`config.mk`:
```
export PLATFORM = sky130hd
export DESIGN_NAME = sar_seq
export DESIGN_NICKNAME = d
export VERILOG_FILES = /design/src/rtl/sar_seq_pkg.sv /design/src/rtl/sar_seq_ctrl.sv /design/src/rtl/sar_seq_dp.sv /design/src/rtl/sar_seq.sv
export SDC_FILE = /design/constraint.sdc
export NUM_CORES = 1
export LEC_CHECK = 0
export ABC_AREA = 1
export BUFFER_PORTS_ARGS = -buffer_cell sky130_fd_sc_hd__buf_2
export CAP_MARGIN = 5
export CORE_MARGIN = 2
export CORE_UTILIZATION = 41
export CTS_CLUSTER_SIZE = 30
export DETAILED_ROUTE_END_ITERATION = 7
export HOLD_SLACK_MARGIN = 0.03
export PLACE_DENSITY = 0.63
export SLEW_MARGIN = 20
export SYNTH_ARGS = -nofsm -noshare
export SYNTH_HDL_FRONTEND = slang
export SYNTH_SLANG_ARGS = --single-unit
export TNS_END_PERCENT = 20
```
`constraint.sdc`:
```
create_clock -name clk -period 5.5 [get_ports clk]
set_clock_uncertainty 0.15 [all_clocks]
set_input_delay 0.275 -clock clk [delete_from_list [all_inputs] [get_ports clk]]
set_output_delay 0.275 -clock clk [all_outputs]
set_load 0.02 [all_outputs]
```
`src/rtl/sar_seq_pkg.sv`:
```
package sar_seq_pkg;

  typedef enum logic [1:0] {
    ST_IDLE,
    ST_ACQ,
    ST_CONV,
    ST_GAP
  } seqState_e;

  typedef struct packed {
    logic startConv;
    logic stepBit;
    logic loadRes;
    logic setIrq;
  } dpStrobe_t;

  function automatic int acqTads(input logic [2:0] sel);
    if (sel <= 3'd4) return 2 * int'(sel);
    else             return 4 * int'(sel) - 8;
  endfunction

endpackage

```
`src/rtl/sar_seq_ctrl.sv`:
```
module sar_seq_ctrl
  import sar_seq_pkg::*;
#(
  parameter int W       = 10,
  parameter int GAP_TAD = 2
) (
  input  logic       clk,
  input  logic       rstN,
  input  logic       tadEn,
  input  logic       startCmd,
  input  logic       abortCmd,
  input  logic [2:0] acqSel,
  input  logic       contMode,
  output dpStrobe_t  strb,
  output logic       busy,
  output logic       holdDisc
);

  localparam int CNT_W = $clog2(acqTads(3'd7) + W + GAP_TAD + 2);

  seqState_e        state, stateNext;
  logic [CNT_W-1:0] cnt, cntNext;
  logic             startPend, abortPend;
  logic             startSeen, abortSeen;
  logic             launchNow;
  logic [CNT_W-1:0] acqLen;

  assign startSeen = startPend | startCmd;
  assign abortSeen = abortPend | abortCmd;
  assign acqLen    = CNT_W'(acqTads(acqSel));

  assign launchNow = ((state == ST_IDLE) && startSeen) ||
                     ((state == ST_GAP) && (cnt == CNT_W'(1)) && contMode);

  always_comb begin
    stateNext = state;
    cntNext   = cnt;
    strb      = '0;
    if (tadEn) begin
      unique case (state)
        ST_IDLE, ST_GAP: begin
          if (launchNow) begin
            if (acqLen == '0) begin
              stateNext      = ST_CONV;
              cntNext        = '0;
              strb.startConv = 1'b1;
            end else begin
              stateNext = ST_ACQ;
              cntNext   = acqLen;
            end
          end else if (state == ST_GAP) begin
            if (cnt == CNT_W'(1)) stateNext = ST_IDLE;
            else                  cntNext   = cnt - 1'b1;
          end
        end
        ST_ACQ: begin
          if (abortSeen) begin
            stateNext = ST_IDLE;
          end else if (cnt == CNT_W'(1)) begin
            stateNext      = ST_CONV;
            cntNext        = '0;
            strb.startConv = 1'b1;
          end else begin
            cntNext = cnt - 1'b1;
          end
        end
        ST_CONV: begin
          if (abortSeen || cnt == CNT_W'(W)) begin
            stateNext    = ST_GAP;
            cntNext      = CNT_W'(GAP_TAD);
            strb.loadRes = 1'b1;
            strb.setIrq  = !abortSeen;
          end else begin
            cntNext      = cnt + 1'b1;
            strb.stepBit = 1'b1;
          end
        end
        default: stateNext = ST_IDLE;
      endcase
    end
  end

  always_ff @(posedge clk or negedge rstN) begin
    if (!rstN) begin
      state     <= ST_IDLE;
      cnt       <= '0;
      startPend <= 1'b0;
      abortPend <= 1'b0;
    end else begin
      state     <= stateNext;
      cnt       <= cntNext;
      startPend <= tadEn ? 1'b0 : startSeen;
      abortPend <= tadEn ? 1'b0 : abortSeen;
    end
  end

  assign busy     = (state == ST_ACQ) || (state == ST_CONV);
  assign holdDisc = (state == ST_CONV);

  // the sequence only moves on TAD edges
  a_r9_tad_only: assert property (@(posedge clk) disable iff (!rstN)
    !tadEn |=> $stable(state));

  // every end of conversion enters the recovery gap
  a_r7_gap_after_end: assert property (@(posedge clk) disable iff (!rstN)
    strb.loadRes |=> (state == ST_GAP));

  // the capacitor is only disconnected while a conversion is owned
  a_r4_hold_busy: assert property (@(posedge clk) disable iff (!rstN)
    holdDisc |-> busy);

  // an abort in conversion never raises the flag
  a_r6_abort_quiet: assert property (@(posedge clk) disable iff (!rstN)
    (tadEn && abortSeen && state == ST_CONV) |-> !strb.setIrq);

endmodule

```
`src/rtl/sar_seq_dp.sv`:
```
module sar_seq_dp
  import sar_seq_pkg::*;
#(
  parameter int W = 10
) (
  input  logic         clk,
  input  logic         rstN,
  input  dpStrobe_t    strb,
  input  logic         cmpHigh,
  input  logic         irqClr,
  output logic [W-1:0] trialCode,
  output logic [W-1:0] result,
  output logic         doneFlag
);

  localparam logic [W-1:0] MSB_MASK = {1'b1, {(W-1){1'b0}}};

  logic [W-1:0] code;
  logic [W-1:0] mask;

  always_ff @(posedge clk or negedge rstN) begin
    if (!rstN) begin
      code     <= '0;
      mask     <= '0;
      result   <= '0;
      doneFlag <= 1'b0;
    end else begin
      if (strb.startConv) begin
        code <= '0;
        mask <= MSB_MASK;
      end else if (strb.stepBit) begin
        if (cmpHigh) code <= code | mask;
        mask <= mask >> 1;
      end else if (strb.loadRes) begin
        mask <= '0;
      end
      if (strb.loadRes) result <= code;
      if (strb.setIrq)       doneFlag <= 1'b1;
      else if (irqClr)       doneFlag <= 1'b0;
    end
  end

  assign trialCode = code | mask;

  // at most one candidate bit is on trial
  a_r1_one_candidate: assert property (@(posedge clk) disable iff (!rstN)
    $onehot0(mask));

  // completion raises the done flag
  a_r5_flag_set: assert property (@(posedge clk) disable iff (!rstN)
    strb.setIrq |=> doneFlag);

  // the result register captures the resolved bits at the end
  a_r6_load_code: assert property (@(posedge clk) disable iff (!rstN)
    strb.loadRes |=> (result == $past(code)));

endmodule

```
`src/rtl/sar_seq.sv`:
```
module sar_seq
  import sar_seq_pkg::*;
#(
  parameter int W       = 10,
  parameter int GAP_TAD = 2
) (
  input  logic         clk,
  input  logic         rstN,
  input  logic         tadEn,
  input  logic         startCmd,
  input  logic         abortCmd,
  input  logic [2:0]   acqSel,
  input  logic         contMode,
  input  logic         irqClr,
  input  logic         cmpHigh,
  output logic         busy,
  output logic         holdDisc,
  output logic [W-1:0] trialCode,
  output logic [W-1:0] result,
  output logic         doneFlag
);

  dpStrobe_t strb;

  sar_seq_ctrl #(.W(W), .GAP_TAD(GAP_TAD)) u_ctrl (
    .clk      (clk),
    .rstN     (rstN),
    .tadEn    (tadEn),
    .startCmd (startCmd),
    .abortCmd (abortCmd),
    .acqSel   (acqSel),
    .contMode (contMode),
    .strb     (strb),
    .busy     (busy),
    .holdDisc (holdDisc)
  );

  sar_seq_dp #(.W(W)) u_dp (
    .clk       (clk),
    .rstN      (rstN),
    .strb      (strb),
    .cmpHigh   (cmpHigh),
    .irqClr    (irqClr),
    .trialCode (trialCode),
    .result    (result),
    .doneFlag  (doneFlag)
  );

endmodule

```
After elaboration in Yosys (flattened, before gate mapping)
Index checks and enable logic that the tools add are counted.
{"block": "word_totals", "reg_bits": 41, "in_bits": 11, "out_inout_bits": 23, "word_cells": 79}
{"block": "op_classes", "addsub": 3, "magnitude_cmp": 1, "eq_ne": 11, "n_mux": 36, "bitwise": 3, "n_reduce_logical": 17}
{"cell": "two-way mux 10 bit", "count": 6}
{"cell": "two-way mux 6 bit", "count": 8}
{"cell": "case mux 6 bit (3 select lines)", "count": 1}
{"cell": "two-way mux 2 bit", "count": 8}
{"cell": "OR 10 bit", "count": 1}
{"cell": "two-way mux 1 bit", "count": 9}
{"cell": "inequality test 3 x 1 -> 1 bit (second input constant)", "count": 3}
{"cell": "adder 6 x 1 -> 6 bit (second input constant)", "count": 1}
{"cell": "== test 6 x 1 -> 1 bit (second input constant)", "count": 1}
{"cell": "== test 6 x 4 -> 1 bit (second input constant)", "count": 1}
{"cell": "logical NOT 6 bit", "count": 1}
{"cell": "case mux 2 bit (3 select lines)", "count": 1}
{"cell": "nonzero test 2 bit", "count": 3}
{"cell": "subtractor 5 x 4 -> 6 bit (second input constant)", "count": 1}
{"cell": "subtractor 6 x 1 -> 6 bit (second input constant)", "count": 1}
{"cell": "AND reduction 5 bit", "count": 1}
{"cell": "== test 2 bit (second input constant)", "count": 2}
{"cell": "two-way mux 4 bit", "count": 1}
{"cell": "AND reduction 4 bit", "count": 1}
{"cell": "<= comparator 3 bit (second input constant)", "count": 1}
{"cell": "logical AND 1 bit", "count": 3}
{"cell": "logical OR 1 bit", "count": 3}
{"cell": "two-way mux 3 bit", "count": 1}
{"cell": "inequality test 3 x 2 -> 1 bit (second input constant)", "count": 1}
{"cell": "other kinds (10)", "count": 11}

Depth between registers and ports, before layout
Gate-level depths: netlist of the first run.
{"block": "logic_depth", "ltp_word": 10, "depth_mapped": 12, "mapped_depth_nobuf": 12}

Modules after synthesis
Synthesis of the first run repeated with hierarchy kept, for this count alone.
{"block": "unflattened", "hier_cells": 326, "hier_area_um2": 2501.1}
{"mod": "sar_seq_dp", "instances": 1, "cells_each": 143, "area_each_um2": 1305.0, "seq_area_each_um2": 775.7}
{"mod": "sar_seq_ctrl", "instances": 1, "cells_each": 183, "area_each_um2": 1196.1, "seq_area_each_um2": 250.2}

Least setup slack after synthesis of the first run
OpenSTA, ideal clock, no wires.
{"block": "synth_timing", "kind": "register to register", "start": "reg u_ctrl.state[0]", "end": "reg u_ctrl.cnt[3]", "setup_time_ns": 0.117, "arrival_time_ns": 1.768, "t_required_ns": 5.233, "slack_ns": 3.465, "path_stages_with_launch": 11, "n_path_buf": 2, "synth_period_minus_slack_ns": 2.035, "cell_sequence": "dfrtp_1 > inv_1 > ha_1 > clkbuf_2 > inv_1 > buf_2 > nand4_1 > nand3_2 > inv_1 > nand3_1 > nand2_1"}
{"block": "synth_via", "elab_chain_len": 6, "elab_cells_between_ends": 15, "cone_classes": "6 x eq/ne; 2 x mux; 7 x reduce/logical"}
{"element": "start, declared", "line_no": "sar_seq_ctrl.sv:21", "source": "seqState_e state, stateNext;"}
{"element": "start signal, assigned", "line_no": "sar_seq_ctrl.sv:90", "source": "state <= stateNext;"}
{"element": "== test 2 bit", "line_no": "sar_seq_ctrl.sv:33, sar_seq_ctrl.sv:40, sar_seq_ctrl.sv:51"}
{"element": "logical AND 1 bit (2 in a row)", "line_no": "sar_seq_ctrl.sv:33", "source": "((state == ST_GAP) && (cnt == CNT_W'(1)) && contMode);"}
{"element": "logical OR 1 bit", "line_no": "sar_seq_ctrl.sv:32", "source": "assign launchNow = ((state == ST_IDLE) && startSeen) ||"}
{"element": "inequality test 3 x 2 -> 1 bit (no line), or another cell as far along"}
{"element": "AND reduction 4 bit (no line) or case mux 6 bit (3 select lines) (tied branches)"}
{"element": "end signal, assigned", "line_no": "sar_seq_ctrl.sv:91", "source": "cnt <= cntNext;"}
{"element": "end, declared", "line_no": "sar_seq_ctrl.sv:22", "source": "logic [CNT_W-1:0] cnt, cntNext;"}
Several ways; a longest one is shown, not always the timed one.
A chain may end at the register's enable or synchronous reset.

Worst setup path in the final report of the first run
{"block": "layout_timing", "start": "reg u_ctrl.state[0]", "end": "reg u_dp.result[5]"}
{"block": "layout_via", "elab_chain_len": 3}
{"element": "== test 2 bit", "line_no": "sar_seq_ctrl.sv:40", "source": "unique case (state)"}
{"element": "two-way mux 3 bit", "line_no": "sar_seq_ctrl.sv:40"}
{"element": "two-way mux 4 bit", "line_no": "sar_seq_ctrl.sv:39", "source": "if (tadEn) begin"}
{"element": "end signal, assigned", "line_no": "sar_seq_dp.sv:37", "source": "if (strb.loadRes) result <= code;"}
{"element": "end, declared", "line_no": "sar_seq_dp.sv:12", "source": "output logic [W-1:0] result,"}
Every way passes these cells.

==> results.md, run 1 <==
* Via count at 2105
* Clock root buffer: clkbuf_8
* Arr. time, crit path at 2.29 ns
* WP data required at 5.55 ns
* Final setup viols at 0
* Unrepaired setup endpoints after global routing: no
* Max Fclk at 0.4469 GHz
* Initial DRC Count at 97
* Hold violation total from the final report at 0
* Mapped Cells at 328
* MaxCap Viol Count at 0
* Initial antenna violation count at 0
* Clock Sinks at 41
* CTS Buf Count at 5
* Pin count of the biggest net entering global routing at 42
* Post-DP HPWL at 3947 um
* Kind of critical path: flop to flop
* Die W at 81.34 um
* Die area at 6616 um^2
* Crit path capture type: flop
* Reg2reg start: u_ctrl.state[0]
* Critical path origin: u_ctrl.state[0]
* GRT Util Overall at 0.1766
* CP top delay family: simple AND/OR/NAND/NOR gates
* Port bufs at 33
* Antenna Cells at 0
* RR Endpoint: u_dp.result[5]
* FP Rows at 28
* Setup crit end: u_dp.result[5]
* Final net count at 384
* Ys Warns at 0
* Fin Setup TNS at 0 ns
* DR WL/cell at 12.01 um
* Detail Route Antenna Nets at 0
* First-pass GRT wire length at 8894 um
* Commonest non-fill, non-tap cells in the layout: 105 x nand2_1, 56 x inv_1, 41 x dfrtp_1, 39 x nand3_1, 33 x buf_2
* GPL Wtd Cong at 0.8749
* Buf/Inv on CP at 2
* Fin crit period at 2.238 ns
* Gr ovfl total at 0
* Crit-path slowest cell: dfrtp_1
* Sequential-to-total area share from yosys stat at 0.4184
* Clock Tree Buf Depth at 2
* Core region area at 5851 um^2
* FF-to-FF path depth at 6
* Status: completed
* Post-CTS Repair Setup Buffers at 0
* Max Fanout on Critical Path at 20
* Synth cell types at 26
* Maximum vdd drop at 264.0 uV
* Worst path cell trace: inv_1 -> ha_1 -> nand2_1 -> inv_1 -> nand2_1 -> o21ai_0
* R2R Setup Slk at 3.26 ns
* Fin. max-slew vios at 0
* PnR Total Power at 1.562 mW
* Relative slew slack at 0.3848
* Synth Cell Area at 2452 um^2
* Drt first pass iters at 4
* Number of H-tree levels at 2
* Vias in the first global route at 1952
* Most common cell after layout, fill and taps aside: nand2_1
* Final WL at 5271 um
* Worst Hold Class: primary input to flop
* CTS clock-pin slew for the worst setup and hold paths at 0.09 ns
* Share of post-route cells with drive strength above 1 at 0.1758
* Clk_lat worst skew at 0.29 ns
* #FFs+latches synth at 41
* Pwr dens at 553.8 nW/um^2
* Chip Height at 81.34 um
* CTS tree: yes
* Largest stage delay on the critical path at 0.43 ns
* # IOs at 34
* Drt drc at 0
* Area grow syn2layout at 15.00%
* Levels on crit path at 6
* Final Cycle Share at 0.4068
* Leakage power at 1.584 nW
* Actual slew at the worst max-slew pin at 0.9228 ns
* Syn Area/Cell at 7.477 um^2
* Startpoint class of the critical path: flop
* Vias per cell at 4.795
* Post-synth net total at 349
* Initial Utilization at 0.4192
## worst min path at each step
stage,start,endpoint,depth (start not counted)
6_report,startCmd,u_ctrl.startPend,3
5_1_grt,abortCmd,u_ctrl.abortPend,3
3_3_place_gp,u_dp.result[0],u_dp.result[0],2
4_1_cts,startCmd,u_ctrl.startPend,3
2_1_floorplan,rstN,u_ctrl.abortPend,0
3_5_place_dp,rstN,u_ctrl.cnt[2],1
## per-stage QoR
step	setup slack, ns	instances	utilization	instance area [um^2]	hold slack [ns]
2_1_floorplan	3.465	328	-	2452	-0.1706
3_3_place_gp	3.426	429	0.4551	2663	0.3095
3_5_place_dp	3.285	429	0.4551	2663	0.3201
4_1_cts	3.266	439	0.4820	2820	0.07940
5_1_grt	3.050	439	0.4820	2820	0.1187
6_report	3.262	439	0.4820	2820	0.08596
## where the power goes
part           switching [mW]  internal (mW)  total, mW
combinational           0.532          0.258      0.791
sequential             0.0757          0.401      0.477
clock                   0.111          0.183      0.294
## synthesized netlist by cell type
library cell  number  area [um^2]
a21oi_1            2        10.01
buf_2              2        10.01
buf_4              1        7.510
buf_6              2        22.52
clkbuf_1           1        3.750
clkbuf_2           1        5.000
dfrtp_1           41         1026
ha_1              10        125.1
inv_1             56        210.2
inv_2              1        3.750
nand2_1          105        394.1
nand2_2            5        31.28
nand2_4            2        22.52
nand3_1           39        195.2
nand3_2            2        20.02
nand3_4            2        35.03
nand3b_1           1        7.510
nand4_1            2        12.51
nor2_1            11        41.29
nor2_2             4        25.02
nor2_4             4        45.04
o211ai_1           1        7.510
o21ai_0           24        120.1
o21ai_1            2        10.01
o21ai_2            3        26.28
xor2_1             4        35.03
## cell families (layout without fill, tap and decap cells)
family,count (synthesis),after routing,synth area share
XOR/XNOR,4,4,0.01428
buffers and inverters,64,100,0.1071
AO/OA/AOI/OAI,32,32,0.07092
adder cells (fa/ha/maj),10,10,0.05102
flip-flops,41,41,0.4184
AND/OR/NAND/NOR,177,177,0.3383
## area by class of cell
type                       count  area, um^2
sequential                    41        1026
clock inverter                 3       68.82
fill                         575        3030
multi-input combinational    223        1164
timing repair buffer          35       185.2
clock buffer                   5       68.82
tap                           75       93.84
inverter                      57       214.0
## registers in the layout, indices dropped and copies added, names as in the netlist
name / flops
u_ctrl.startPend: 1
u_dp.result: 10
u_ctrl.state: 2
u_dp.doneFlag: 1
u_ctrl.abortPend: 1
u_ctrl.cnt: 6
u_dp.code: 10
u_dp.mask: 10
## what timing repair did
item                                   4_1_cts  5_1_grt
resized for setup                            0        0
hold buffers                                 2        0
endpoints found under the hold margin       42        0
## routing by layer
metal / GRT usage / vias to the layer above / share of wire / routed length, um
li1: - / 1081 / - / -
met1: 0.2547 / 963 / 0.52 / 2761
met2: 0.2623 / 51 / 0.42 / 2190
met3: 0.03111 / 10 / 0.038 / 202
met4: 0.06780 / 0 / 0.022 / 116
met5: 0 / - / 0 / 0
## worst register-to-register path: stages, from the launching register on
cell,delay (ns)
dfrtp_1,0.43
inv_1,0.13
ha_1,0.29
nand2_1,0.28
inv_1,0.19
nand2_1,0.35
o21ai_0,0.34
Note: power is estimated with default switching activity, not from simulation.
==> run 2: changes to the inputs <==
- clock period: 5.5 -> 2.2 ns (I/O delays scaled with it)
==> results.md, run 2 (same netlist as run 1, synthesis figures left out) <==
* Worst path cell trace: inv_1 -> ha_1 -> inv_1 -> nand4_1 -> nand3_2 -> inv_1 -> nand3_1 -> nand2_1
* Post-CTS Repair Setup Buffers at 0
* Max Fanout on Critical Path at 11
* Fin. max-slew vios at 0
* Final Cycle Share at 0.9048
* Port bufs at 33
* Initial DRC Count at 109
* Crit path capture type: flop
* Pin count of the biggest net entering global routing at 28
* Relative slew slack at 0.5854
* Initial Utilization at 0.4192
* First-pass GRT wire length at 8625 um
* CTS tree: yes
* Commonest non-fill, non-tap cells in the layout: 104 x nand2_1, 56 x inv_1, 41 x dfrtp_1, 39 x nand3_1, 33 x buf_2
* Leakage power at 1.631 nW
* GRT Util Overall at 0.1703
* Top Registers: u_dp.code: 10 flops, u_dp.mask: 10 flops, u_dp.result: 10 flops
* Filler cells at 557
* Drt drc at 0
* Startpoint class of the critical path: flop
* Core region area at 5851 um^2
* Clock root buffer: clkbuf_8
* FP Rows at 28
* Antenna Cells at 0
* Final WL at 5198 um
* Initial antenna violation count at 0
* Gr ovfl total at 0
* Crit-path slowest cell: dfrtp_1
* CP top delay family: simple AND/OR/NAND/NOR gates
* Detail Route Antenna Nets at 0
* Buf/Inv on CP at 3
* WP data required at 2.23 ns
* GPL Wtd Cong at 0.8190
* Arr. time, crit path at 2.02 ns
* Kind of critical path: flop to flop
* Unrepaired setup endpoints after global routing: no
* CP dominant cell by count: inv_1
* Fin Setup TNS at 0 ns
* Final Hold Slack at 0.1178 ns
* Post-DP HPWL at 3959 um
* Max Fclk at 0.5024 GHz
* Final setup viols at 0
* Hold violation total from the final report at 0
* Clock Tree Buf Depth at 2
* # IOs at 34
* Fin crit period at 1.990 ns
* Share of post-route cells with drive strength above 1 at 0.1872
* Clock Sinks at 41
* Actual slew at the worst max-slew pin at 0.6218 ns
* Die area at 6616 um^2
* DR WL/cell at 11.58 um
* Maximum vdd drop at 654.8 uV
* Final net count at 394
* Drt first pass iters at 4
* Footprint of the multi-input gates at 1166 um^2
* Most common cell after layout, fill and taps aside: nand2_1
* Status: completed
* MaxCap Viol Count at 0
* Worst Hold Class: primary input to flop
* Pwr dens at 1353 nW/um^2
* Number of H-tree levels at 2
* Vias per cell at 4.735
* Vias in the first global route at 1845
* Die W at 81.34 um
* Via count at 2126
* Chip Height at 81.34 um
* Area grow syn2layout at 18.67%
* Clk_lat worst skew at 0.29 ns
* CTS clock-pin slew for the worst setup and hold paths at 0.08 ns
* CTS Buf Count at 5
* Register area at 1026 um^2
* Largest stage delay on the critical path at 0.40 ns
run 2: cell types whose count changed in the layout (fill, tap and decap cells not counted), sizes merged:
| cell | previous run | this run |
|---|---|---|
| dlygate4sd3 | 2 | 7 |
| buf | 33 | 38 |
run 2: metrics by stage:
| stage | utilization | power (mW) | cell area, um^2 | worst slack, ns | std cells |
|---|---|---|---|---|---|
| global route | 0.4974 | 4.283 | 2910 | 0.02092 | 449 |
| CTS | 0.4970 | 3.964 | 2908 | 0.1411 | 449 |
| detailed placement | 0.4615 | 3.210 | 2700 | 0.1617 | 434 |
| floorplan | - | 2.691 | 2452 | 0.1651 | 328 |
| finish | 0.4974 | 3.938 | 2910 | 0.2095 | 449 |
| global placement | 0.4615 | 3.179 | 2700 | 0.2115 | 434 |
run 2: final cells by class:
type | count | share of cell area
Clock buffer | 5 | 0.02365
Clock inverter | 3 | 0.02365
Inverter | 57 | 0.07352
Multi-Input combinational cell | 223 | 0.4007
Sequential cell | 41 | 0.3525
Tap cell | 75 | 0.03224
Timing Repair Buffer | 45 | 0.09372
run 2: report_power, final:
| part | internal (mW) | total (mW) | switching [mW] |
|---|---|---|---|
| registers | 1.00 | 1.18 | 0.172 |
| clock network | 0.457 | 0.728 | 0.271 |
| logic | 0.685 | 2.03 | 1.35 |
run 2: path summary, 6_finish.rpt:
kind	from	cells past startpoint	endpoint	slack (ns)
setup / recovery	u_ctrl.state[0]	8	u_ctrl.cnt[4]	0.21
hold / removal	acqSel[2]	6	u_ctrl.cnt[1]	0.12
setup reg to reg	u_ctrl.state[0]	8	u_ctrl.cnt[4]	0.21
hold reg to reg	u_dp.result[3]	2	u_dp.result[3]	0.33
max in group asynchronous	rstN	3	u_dp.result[1]	1.11
min in group asynchronous	rstN	2	u_dp.doneFlag	0.21
run 2: timing repair:
item	in CTS	in global routing
gates resized for setup	0	1
endpoints found under the hold margin	29	0
hold buffers	7	0
endpoints found under the setup margin	0	7
run 2: metal layers:
layer	GRT usage	wire, um	vias up
met2	0.2475	2191	44
met3	0.02667	205	6
li1	-	-	1110
met1	0.2500	2716	966
met4	0.06949	85	0
met5	0	0	-
run 2: worst min-delay path: cells and delay by family:
family | cells | cell delay, ns
and+or+nand+nor | 5 | 0.30
buffers and inverters | 1 | 0.11
==> run 3: changes to the inputs <==
- CELL_PAD_IN_SITES_DETAIL_PLACEMENT: not set -> 1
- CELL_PAD_IN_SITES_GLOBAL_PLACEMENT: not set -> 2
- CORE_UTILIZATION: 41 -> 33
- PLACE_DENSITY: 0.63 -> 0.83
==> results.md, run 3 (same netlist as run 1, synthesis figures left out) <==
* Initial DRC Count at 54
* Die area at 8137 um^2
* Fin crit period at 1.943 ns
* Final WL at 6137 um
* Hold violation total from the final report at 0
* # IOs at 34
* Pwr dens at 1342 nW/um^2
* GPL Wtd Cong at 0.8521
* First-pass GRT wire length at 10670 um
* Max Fclk at 0.5146 GHz
* Placed instance area at 2745 um^2
* Initial antenna violation count at 0
* Maximum vdd drop at 721.0 uV
* Top Registers: u_dp.code: 10 flops, u_dp.mask: 10 flops, u_dp.result: 10 flops
* Kind of critical path: flop to flop
* GRT Util Overall at 0.1624
* Commonest non-fill, non-tap cells in the layout: 105 x nand2_1, 55 x inv_1, 41 x dfrtp_1, 39 x nand3_1, 33 x buf_2
* Number of H-tree levels at 2
* Worst Hold Class: primary input to flop
* Unrepaired setup endpoints after global routing: no
* Actual slew at the worst max-slew pin at 0.5508 ns
* Post-DP HPWL at 4855 um
* Clock root buffer: clkbuf_8
* Area grow syn2layout at 20.15%
* CP top delay family: simple AND/OR/NAND/NOR gates
* Status: completed
* Buf/Inv on CP at 2
* Detail Route Antenna Nets at 0
* Startpoint class of the critical path: flop
* FP Rows at 31
* Share of post-route cells with drive strength above 1 at 0.1936
* Arr. time, crit path at 2.04 ns
* Crit-path slowest cell: dfrtp_1
* Pin count of the biggest net entering global routing at 24
* Final instance area at 2947 um^2
* Vias in the first global route at 2291
* Filler cells at 946
* Core region area at 7214 um^2
* Largest stage delay on the critical path at 0.42 ns
* Max Fanout on Critical Path at 10
* Antenna Cells at 0
* Initial Utilization at 0.3399
* Clock Sinks at 41
* CTS clock-pin slew for the worst setup and hold paths at 0.08 ns
* Final setup viols at 0
* Die W at 90.21 um
* Via count at 2199
* Leakage power at 1.631 nW
* Relative slew slack at 0.6328
* DR WL/cell at 12.89 um
* Most common cell after layout, fill and taps aside: nand2_1
* CTS tree: yes
* Final Cycle Share at 0.8833
* Fin util at 0.4084
* Clk_lat worst skew at 0.30 ns
* Drt drc at 0
* Crit path capture type: flop
* Chip Height at 90.21 um
* CTS Buf Count at 5
* CP dominant cell by count: inv_1
* WP data required at 2.29 ns
* Fin Setup TNS at 0 ns
* Fin. max-slew vios at 0
* Final net count at 397
* Drt first pass iters at 4
* Worst path cell trace: inv_1 -> ha_1 -> nand3_1 -> o21ai_2 -> nor2_4 -> nand3_2 -> o21ai_0 -> nand2_1 -> inv_1
* MaxCap Viol Count at 0
* Vias per cell at 4.620
* Clock Tree Buf Depth at 2
* Gr ovfl total at 0
* Port bufs at 33
==> run 3: cell count changes in the layout (fill, tap and decap cells not counted), sizes merged <==
cell	previous run	this run
inv	58	56
clkbuf	5	6
clkinvlp	0	2
buf	38	41
bufinv	2	1
==> run 3: path summary, 6_finish.rpt <==
| check | start | to | slack [ns] | depth (start not counted) |
|---|---|---|---|---|
| worst max-delay path | u_ctrl.cnt[0] | u_dp.code[2] | 0.26 | 9 |
| max in group asynchronous | rstN | u_dp.mask[4] | 1.15 | 3 |
| worst max register to register | u_ctrl.cnt[0] | u_dp.code[2] | 0.26 | 9 |
| min in group asynchronous | rstN | u_dp.mask[9] | 0.18 | 2 |
| worst min register to register | u_dp.mask[9] | u_dp.mask[8] | 0.34 | 2 |
| worst min-delay path | acqSel[1] | u_ctrl.cnt[3] | 0.13 | 6 |
==> run 3: stage by stage <==
step | hold WS (ns) | total power, mW | cells | setup slack [ns]
after floorplan | -0.3356 | 2.691 | 328 | 0.1651
after global placement | -0.01797 | 3.266 | 460 | 0.1495
after detailed placement | -0.01366 | 3.302 | 460 | 0.1478
after CTS | 0.1193 | 3.973 | 475 | 0.1235
after global routing | 0.1716 | 4.315 | 476 | 0.07817
final | 0.1287 | 3.955 | 476 | 0.2566
==> run 3: timing repair <==
item                                    in CTS  in global routing
hold endpoints to repair                    25                  0
hold buffers                                 7                  0
endpoints found under the setup margin       0                  4
gates resized for setup                      0                  1
buffers inserted                             0                  1
==> run 3: worst register-to-register path: stages (launching register included) <==
cell and delay (ns):
dfrtp_1 0.42, inv_1 0.14, ha_1 0.22, nand3_1 0.13
o21ai_2 0.09, nor2_4 0.13, nand3_2 0.20, o21ai_0 0.26
nand2_1 0.09, inv_1 0.05
==> run 3: layout make-up <==
type | count | area [um^2] | share of cell area
inverters | 57 | 217.7 | 0.07389
multi-input cells | 223 | 1164 | 0.3949
repair buffers | 48 | 295.3 | 0.1002
clock buffers | 6 | 82.58 | 0.02803
clock inverters | 2 | 37.54 | 0.01274
flip-flops and latches | 41 | 1026 | 0.3482
well taps | 99 | 123.9 | 0.04204
==> run 3: layer usage <==
layer	vias up	wire [um]	share of wire	global-route usage
met5	-	0	0	0
met4	0	102	0.017	0.05769
met3	8	135	0.022	0.02179
met2	29	3093	0.50	0.2932
met1	1054	2806	0.46	0.1976
li1	1108	-	-	-
==> run 3: power by group <==
part           total [mW]  switching, mW  internal, mW
clock               0.643          0.274         0.369
sequential           1.18          0.172          1.00
combinational        2.14           1.41         0.724
total                3.95           1.86          2.10
